## src/rtl/fpt_pkg.sv

```systemverilog
package fpt_pkg;
  localparam int REG_W = 8;
  localparam logic [7:0] ADDR_STAT  = 8'h02;
  localparam logic [7:0] ADDR_TRIG  = 8'h10;
  localparam logic [7:0] ADDR_TXLVL = 8'h11;
  localparam logic [7:0] ADDR_RXLVL = 8'h12;
  localparam int BIT_RX_FLAG = 3;
  localparam int BIT_TX_FLAG = 4;
  localparam int BIT_TX_OVF  = 5;
  localparam int BIT_RX_OVF  = 6;
  typedef enum logic {DIR_TX = 1'b0, DIR_RX = 1'b1} dir_e;
endpackage

```

## src/rtl/fpt_fifo.sv

```systemverilog
module fpt_fifo #(
  parameter int DATA_W = 8,
  parameter int DEPTH  = 128,
  parameter int CNT_W  = $clog2(DEPTH + 1)
) (
  input  logic              clk,
  input  logic              rst,
  input  logic              push,
  input  logic [DATA_W-1:0] push_data,
  input  logic              pop,
  output logic [DATA_W-1:0] pop_data,
  output logic [CNT_W-1:0]  count,
  output logic              overflow
);
  localparam int PTR_W = (DEPTH > 1) ? $clog2(DEPTH) : 1;
  localparam logic [PTR_W-1:0] PTR_LAST = PTR_W'(DEPTH - 1);
  localparam logic [CNT_W-1:0] CNT_FULL = CNT_W'(DEPTH);

  logic [DATA_W-1:0] mem [DEPTH];
  logic [PTR_W-1:0]  wr_ptr, rd_ptr;
  logic              do_push, do_pop, is_full, is_empty;

  assign is_full  = (count == CNT_FULL);
  assign is_empty = (count == '0);
  assign do_pop   = pop && !is_empty;
  assign do_push  = push && (!is_full || do_pop);

  always_ff @(posedge clk) begin
    if (do_push) mem[wr_ptr] <= push_data;
  end

  always_ff @(posedge clk) begin
    if (rst) begin
      wr_ptr   <= '0;
      rd_ptr   <= '0;
      count    <= '0;
      pop_data <= '0;
      overflow <= 1'b0;
    end else begin
      overflow <= push && !do_push;
      if (do_push) wr_ptr <= (wr_ptr == PTR_LAST) ? '0 : wr_ptr + 1'b1;
      if (do_pop) begin
        rd_ptr   <= (rd_ptr == PTR_LAST) ? '0 : rd_ptr + 1'b1;
        pop_data <= mem[rd_ptr];
      end
      case ({do_push, do_pop})
        2'b10:   count <= count + 1'b1;
        2'b01:   count <= count - 1'b1;
        default: count <= count;
      endcase
    end
  end

  assert_count_bound_R2: assert property (@(posedge clk) disable iff (rst)
    count <= CNT_FULL);
  assert_pair_keeps_count_R5: assert property (@(posedge clk) disable iff (rst)
    (push && pop && !is_empty) |=> (count == $past(count)));
  assert_empty_pop_holds_R4: assert property (@(posedge clk) disable iff (rst)
    (pop && !push && is_empty) |=> (count == '0 && $stable(pop_data)));
  assert_full_drop_R3: assert property (@(posedge clk) disable iff (rst)
    (push && !pop && is_full) |=> (count == CNT_FULL && overflow));
endmodule

```

## src/rtl/fpt_trig_irq.sv

```systemverilog
module fpt_trig_irq #(
  parameter int CNT_W   = 8,
  parameter int TRIG_W  = 4,
  parameter int SCALE   = 8,
  parameter bit FILL_UP = 1'b1
) (
  input  logic              clk,
  input  logic              rst,
  input  logic [CNT_W-1:0]  count,
  input  logic [TRIG_W-1:0] field,
  input  logic              clr,
  output logic              flag
);
  logic [31:0] thr;
  logic        hit;

  assign thr = 32'(field) * 32'(SCALE);

  generate
    if (FILL_UP) begin : g_rise
      assign hit = (32'(count) >= thr);
    end else begin : g_fall
      assign hit = (32'(count) <= thr);
    end
  endgenerate

  always_ff @(posedge clk) begin
    if (rst)      flag <= 1'b0;
    else if (hit) flag <= 1'b1;
    else if (clr) flag <= 1'b0;
  end

  // R8 on the receive instance, R9 on the transmit instance
  assert_level_sets_flag_R8: assert property (@(posedge clk) disable iff (rst)
    hit |=> flag);
  assert_flag_sticky_R10: assert property (@(posedge clk) disable iff (rst)
    (flag && !clr) |=> flag);
endmodule

```

## src/rtl/fifo_pair_trig.sv

```systemverilog
module fifo_pair_trig #(
  parameter int DATA_W = 8,
  parameter int DEPTH  = 128,
  parameter int TRIG_W = 4,
  parameter int SCALE  = 8
) (
  input  logic              clk,
  input  logic              rst,
  input  logic              reg_wr,
  input  logic              reg_rd,
  input  logic [7:0]        reg_addr,
  input  logic [7:0]        reg_wdata,
  output logic [7:0]        reg_rdata,
  input  logic              tx_push,
  input  logic [DATA_W-1:0] tx_push_data,
  input  logic              tx_pop,
  output logic [DATA_W-1:0] tx_pop_data,
  input  logic              rx_push,
  input  logic [DATA_W-1:0] rx_push_data,
  input  logic              rx_pop,
  output logic [DATA_W-1:0] rx_pop_data,
  output logic              irq_tx,
  output logic              irq_rx
);
  import fpt_pkg::*;
  localparam int CNT_W   = $clog2(DEPTH + 1);
  localparam int TRIGR_W = 2 * TRIG_W;

  logic [TRIGR_W-1:0] trig_q;
  logic [1:0]         push_v, pop_v, ovf_v, flag_v, ovf_q;
  logic [DATA_W-1:0]  push_d [2];
  logic [DATA_W-1:0]  pop_d  [2];
  logic [CNT_W-1:0]   cnt    [2];
  logic [REG_W-1:0]   status;
  logic               stat_rd;

  assign push_v = {rx_push, tx_push};
  assign pop_v  = {rx_pop, tx_pop};
  assign push_d[DIR_TX] = tx_push_data;
  assign push_d[DIR_RX] = rx_push_data;
  assign tx_pop_data = pop_d[DIR_TX];
  assign rx_pop_data = pop_d[DIR_RX];
  assign irq_tx = flag_v[DIR_TX];
  assign irq_rx = flag_v[DIR_RX];
  assign stat_rd = reg_rd && (reg_addr == ADDR_STAT);

  for (genvar g = 0; g < 2; g++) begin : g_dir
    fpt_fifo #(.DATA_W(DATA_W), .DEPTH(DEPTH), .CNT_W(CNT_W)) u_fifo (
      .clk(clk), .rst(rst), .push(push_v[g]), .push_data(push_d[g]),
      .pop(pop_v[g]), .pop_data(pop_d[g]), .count(cnt[g]), .overflow(ovf_v[g]));
    fpt_trig_irq #(.CNT_W(CNT_W), .TRIG_W(TRIG_W), .SCALE(SCALE),
                   .FILL_UP(g == int'(DIR_RX))) u_irq (
      .clk(clk), .rst(rst), .count(cnt[g]), .field(trig_q[g*TRIG_W +: TRIG_W]),
      .clr(stat_rd), .flag(flag_v[g]));
  end

  always_comb begin
    status = '0;
    status[BIT_RX_FLAG] = flag_v[DIR_RX];
    status[BIT_TX_FLAG] = flag_v[DIR_TX];
    status[BIT_TX_OVF]  = ovf_q[DIR_TX];
    status[BIT_RX_OVF]  = ovf_q[DIR_RX];
  end

  always_ff @(posedge clk) begin
    if (rst) begin
      trig_q    <= '1;
      ovf_q     <= '0;
      reg_rdata <= '0;
    end else begin
      if (reg_wr && reg_addr == ADDR_TRIG) trig_q <= reg_wdata[TRIGR_W-1:0];
      for (int i = 0; i < 2; i++) begin
        if (ovf_v[i])     ovf_q[i] <= 1'b1;
        else if (stat_rd) ovf_q[i] <= 1'b0;
      end
      if (reg_rd) begin
        case (reg_addr)
          ADDR_STAT:  reg_rdata <= status;
          ADDR_TRIG:  reg_rdata <= REG_W'(trig_q);
          ADDR_TXLVL: reg_rdata <= REG_W'(cnt[DIR_TX]);
          ADDR_RXLVL: reg_rdata <= REG_W'(cnt[DIR_RX]);
          default:    reg_rdata <= '0;
        endcase
      end
    end
  end

  assert_trig_write_R6: assert property (@(posedge clk) disable iff (rst)
    (reg_wr && reg_addr == ADDR_TRIG) |=> (trig_q == $past(reg_wdata[TRIGR_W-1:0])));
  assert_txlvl_read_R7: assert property (@(posedge clk) disable iff (rst)
    (reg_rd && reg_addr == ADDR_TXLVL) |=> (reg_rdata == REG_W'($past(cnt[DIR_TX]))));
  assert_ovf_sticky_R3: assert property (@(posedge clk) disable iff (rst)
    (ovf_v[DIR_TX] && !$past(rst)) |=> ovf_q[DIR_TX]);
endmodule

```

## config.mk

```make
export PLATFORM = sky130hd
export DESIGN_NAME = fifo_pair_trig
export DESIGN_NICKNAME = d
export VERILOG_FILES = /design/src/rtl/fpt_pkg.sv /design/src/rtl/fpt_fifo.sv /design/src/rtl/fpt_trig_irq.sv /design/src/rtl/fifo_pair_trig.sv
export SDC_FILE = /design/constraint.sdc
export NUM_CORES = 2
export LEC_CHECK = 0
export ABC_AREA = 1
export BUFFER_PORTS_ARGS = -buffer_cell sky130_fd_sc_hd__buf_2
export CAP_MARGIN = 0
export CORE_MARGIN = 4
export CORE_UTILIZATION = 30
export CTS_CLUSTER_SIZE = 24
export DETAILED_ROUTE_END_ITERATION = 8
export MAX_ROUTING_LAYER = met4
export PLACE_DENSITY = 0.51
export SKIP_LAST_GASP = 1
export SYNTH_ARGS = -nofsm -noshare
export SYNTH_HDL_FRONTEND = slang
export SYNTH_SLANG_ARGS = --single-unit
```

## constraint.sdc

```tcl
create_clock -name clk -period 7.7 [get_ports clk]
set_input_delay 0 -clock clk [delete_from_list [all_inputs] [get_ports clk]]
set_output_delay 0 -clock clk [all_outputs]
set_load 0.1 [all_outputs]
```

==> flow_results.org <==
** Floorplan
- Placeable core region :: ~0.3 sq mm
- Die X-Extent :: between 500 and 600 um
- After floorplanning, the core was divided into 200 placement rows.
- Overall die area :: between 0.3 and 0.4 sq mm
- Total I/O pin count :: 66
- Chip height :: 556 um
- Starting Density :: 0.302

** Synthesis
- The number of different library cells used by synthesis comes to 40.
- Of the total synthesized cell area, the portion taken by XOR and XNOR cells is 0.00117.
- Post-synthesis cell type with the largest combined area :: edfxtp_1
- Post-Synthesis Cell Area :: around 0.090 sq mm
- Of the synthesized area, sequential elements account for 0.702.
- Simple-gate area share of the yosys netlist :: 0.201
- The complex-gate fraction of the synthesized area came to 0.0394.
- The number of nets handed over by synthesis was approximately 8600.
- Flip-flop and latch count after synthesis :: 2130
- Adder-cell share of the synthesized area :: 0.00392
- Of all flip-flops after synthesis, the portion carrying an async set or reset was 0.
- By area, the combinational part of the netlist is dominated by simple AND/OR/NAND/NOR gates.
- The most used flip-flop cell after synthesis is edfxtp_1.
- Dividing the synthesized area by the synthesized cell count gives around 11 sq um.
- Proportion of netlist area held by the largest area contributor :: 0.684
- Count of flip-flops with a built-in enable after synthesis :: 2048
- After synthesis, the share of cell area in mux cells is 0.
- Counting every instance in the synthesized netlist gives ~8500.
- By area the synthesized netlist is led by edfxtp_1 (68%), nand2_1 (11%), nand3_1 (4.7%).
- Synthesis Warnings :: 0
- By instance count, the leading cell after synthesis is nand2_1.
- The commonest cells after synthesis are nand2_1 (2545), edfxtp_1 (2048), nor2_1 (1025), nand3_1 (851), inv_1 (701).

** Worst setup path
- STA classifies the critical path startpoint as a flip-flop.
- The setup path with the least slack is of type flip-flop to flip-flop.
- Library cell contributing the largest single delay on the critical path :: nor2_1
- STA classifies the critical path endpoint as a flip-flop.
- Critical path data required time :: 8.16 ns
- Max incr delay on CP :: between 0.7 and 0.8 ns
- Along the worst path, the maximum fanout reaches 9.
- At the worst endpoint, the arrival time is 4.21 ns.
- Walking the worst path, the cells encountered are inv_1 > nand4_1 > nand3b_1 > nand2_1 > nor2_1 > nand3_1 > buf_4 > nor2_1.
- Cell repeated most along the worst path :: nor2_1

** STA
- Derived from the worst setup path, the maximum achievable clock frequency is around 270 MHz.
- The hold violation total from the final report was 0.
- The worst pin sits at a relative slew slack of 0.165.
- In the post-route analysis, the smallest setup slack over all paths is 3.95 ns.
- Setup repair after global routing left no endpoint under its margin.
- Final Cycle Share :: 0.487
- Minimum clock period :: approximately 3.7 ns
- Final clock skew :: between 0.06 and 0.07 ns
- Setup violations remaining at the end of the flow were counted as 0.
- Number of pins with negative max-slew slack in the final report :: 0
- For the pin with the worst max-slew slack, the measured transition is roughly 1.2 ns.
- Setup TNS :: 0 ns

** Placed design
- Before CTS, the worst setup slack after placement is between 4 and 5 ns.
- At the end of routability-driven placement, the weighted congestion stood at roughly 0.86.
- Port-buffer cells :: between 60 and 70
- The HPWL after detailed placement is about 150 mm.

** Power and ir drop
- For this design the ratio of total power to cell area is 283 mW/mm^2.
- Flop pwr share :: 0.450
- Net switching power :: around 8.7 mW
- Of the total power, combinational logic draws 0.183.
- Cell internal power was estimated by the tool at roughly 20 mW.
- IR analysis of the VDD net gives a maximum drop of 0.244 mV.
- Of the total power, the share spent switching nets is 0.301.
- Power share of the clock group :: 0.367
- Static leakage power :: ~38 nW

** Clock tree
- Clock tree synthesis found a total of around 2100 sinks.
- Clock tree synthesis inserted a total of 231 buffers.
- H-tree level count :: 4
- Post-CTS repair timing setup buffer count :: 0
- The clock reaches the later pin of the worst-skew pair after 0.88 ns.
- Clock-pin slew was measured on the worst setup and hold paths at 0.06 ns.
- For this design, the CTS-stage hold fixing added 66 buffers.
- TritonCTS built the clock tree.
- CTS Root Buffer Type :: clkbuf_16
- Buffers from clock root to sink, at most :: 4
- Once the clock tree was built, the resizer swapped 0 gates to a different size.

** Run
- Max-cap violations in this run came to 0.

** GRT
- Met3 track demand over resource :: 0.0233
- The first global-routing pass estimated roughly 390 mm of wire.
- Met1 demand-to-capacity share in global routing :: 0.216
- For this run, the total global-route usage over all layers was measured as 0.169.
- Entering global routing, the biggest net connects between 200 and 250 pins.
- Met2 layer usage reported by global route :: 0.280
- The initial antenna violation count came to 8.
- The total overflow left after global routing is 0.
- Vias in the first global route :: 59100
- Layer with the highest usage after global routing :: met2

** Drt
- Total via count after detailed routing :: 60500
- Wirelength, routed :: approximately 260 mm
- Average wire per cell in the routed design :: ~21 um
- Once detail routing completed, the nets flagged for antenna violations numbered 0.
- Before antenna repair, the detailed router went through 6 iterations.
- For this run, design rule violations remaining after detail routing come to 0.
- The detailed router finished its first iteration with about 5700 violations.
- Vias per std cell :: between 4 and 5

** Status
- The run finished with clean final reports.

** Cells and area
- Of the cells placed in the final design, the portion with a size suffix greater than 1 is 0.0555.
- Post-layout nets :: roughly 8500
- Number of fill cells :: 29600
- Layout overhead on the synthesized area :: 13.2%

** Hold path
- The worst hold path belongs to the class input pin to flip-flop.
## critical path, delay by kind of cell, from the launching register on
kind | cells | cell delay, ns
AND/OR/NAND/NOR | 6 | 2.37
buffers and inverters | 2 | 0.60
flip-flops | 1 | 0.35
## cells by family after synthesis
group,count (synthesis)
xor+xnor,12
compound gates,662
buf+inv,1167
flops,2130
fa+ha+maj,27
simple gates,4493
## metal layers
layer  wire (um)  part of all wire
met1      112000              0.43
met2      127000              0.49
met3       13700             0.053
met4        8050             0.031
met5           0                 0
## worst paths after layout
kind,start,endpoint,slack [ns],cells after the start
min reg2reg,reg_rdata[1]$_SDFFE_PP0P_,reg_rdata[1]$_SDFFE_PP0P_,0.46,2
max,g_dir[0].u_fifo.count[2]$_SDFFE_PP0P_,g_dir[0].u_fifo.mem[29][4]$_DFFE_PP_,3.95,8
max reg2reg,g_dir[0].u_fifo.count[2]$_SDFFE_PP0P_,g_dir[0].u_fifo.mem[29][4]$_DFFE_PP_,3.95,8
min,reg_addr[2],reg_rdata[7]$_SDFFE_PP0P_,0.05,7
## stage by stage
stage	hold WS, ns	utilization	instance area, sq um	cells	power (mW)
6_report	0.0470	0.342	102000	12600	28.8
5_1_grt	0.0619	0.342	102000	12600	30.1
4_1_cts	0.00644	0.342	102000	12600	29.1
3_5_place_dp	0.213	0.316	94000	12100	18.5
3_3_place_gp	0.209	0.316	94000	12100	18.5
2_1_floorplan	0.0989	-	89900	8491	16.6
## layout make-up
type                    count  area, sq um  share of cell area
diodes                      3         7.51           0.0000738
multi-input cells        5194        22100               0.218
clock inverters           132         1080              0.0106
flip-flops and latches   2130        63200               0.621
repair buffers            213         1770              0.0174
inverters                 712         2700              0.0265
clock buffers             283         6000              0.0589
well taps                3939         4930              0.0484
## power groups by stage
stage / Sequential (mW) / Clock (mW) / Combinational [mW]
5_1_grt: 13.0 / 11.3 / 5.84
4_1_cts: 13.0 / 10.8 / 5.31
6_report: 13.0 / 10.6 / 5.26
3_5_place_dp: 13.2 / 0 / 5.26
2_1_floorplan: 13.2 / 0 / 3.41
3_3_place_gp: 13.2 / 0 / 5.26
## registers in the layout, summed over array words and instances (netlist names)
| signal | count |
|---|---|
| g_dir.u_fifo.pop_data | 16 |
| g_dir.u_fifo.count | 16 |
| g_dir.u_fifo.overflow | 2 |
| g_dir.u_fifo.rd_ptr | 14 |
| g_dir.u_irq.flag | 2 |
| ovf_q | 2 |
| g_dir.u_fifo.mem | 2048 |
| reg_rdata | 8 |
| g_dir.u_fifo.wr_ptr | 14 |
| trig_q | 8 |
## cells in the final DEF (no fill, tap or decap), types with 66 or more instances in the layout
| master | n |
|---|---|
| clkinv_1 | 68 |
| edfxtp_1 | 2048 |
| o21ai_0 | 427 |
| nand3_1 | 851 |
| nand2_1 | 2545 |
| nor2_1 | 1023 |
| dfxtp_1 | 76 |
| a21oi_1 | 144 |
| dlygate4sd3_1 | 66 |
| buf_4 | 88 |
| inv_1 | 694 |
| clkbuf_16 | 232 |
| o211ai_1 | 67 |
Power figures use the tool's default switching activity.
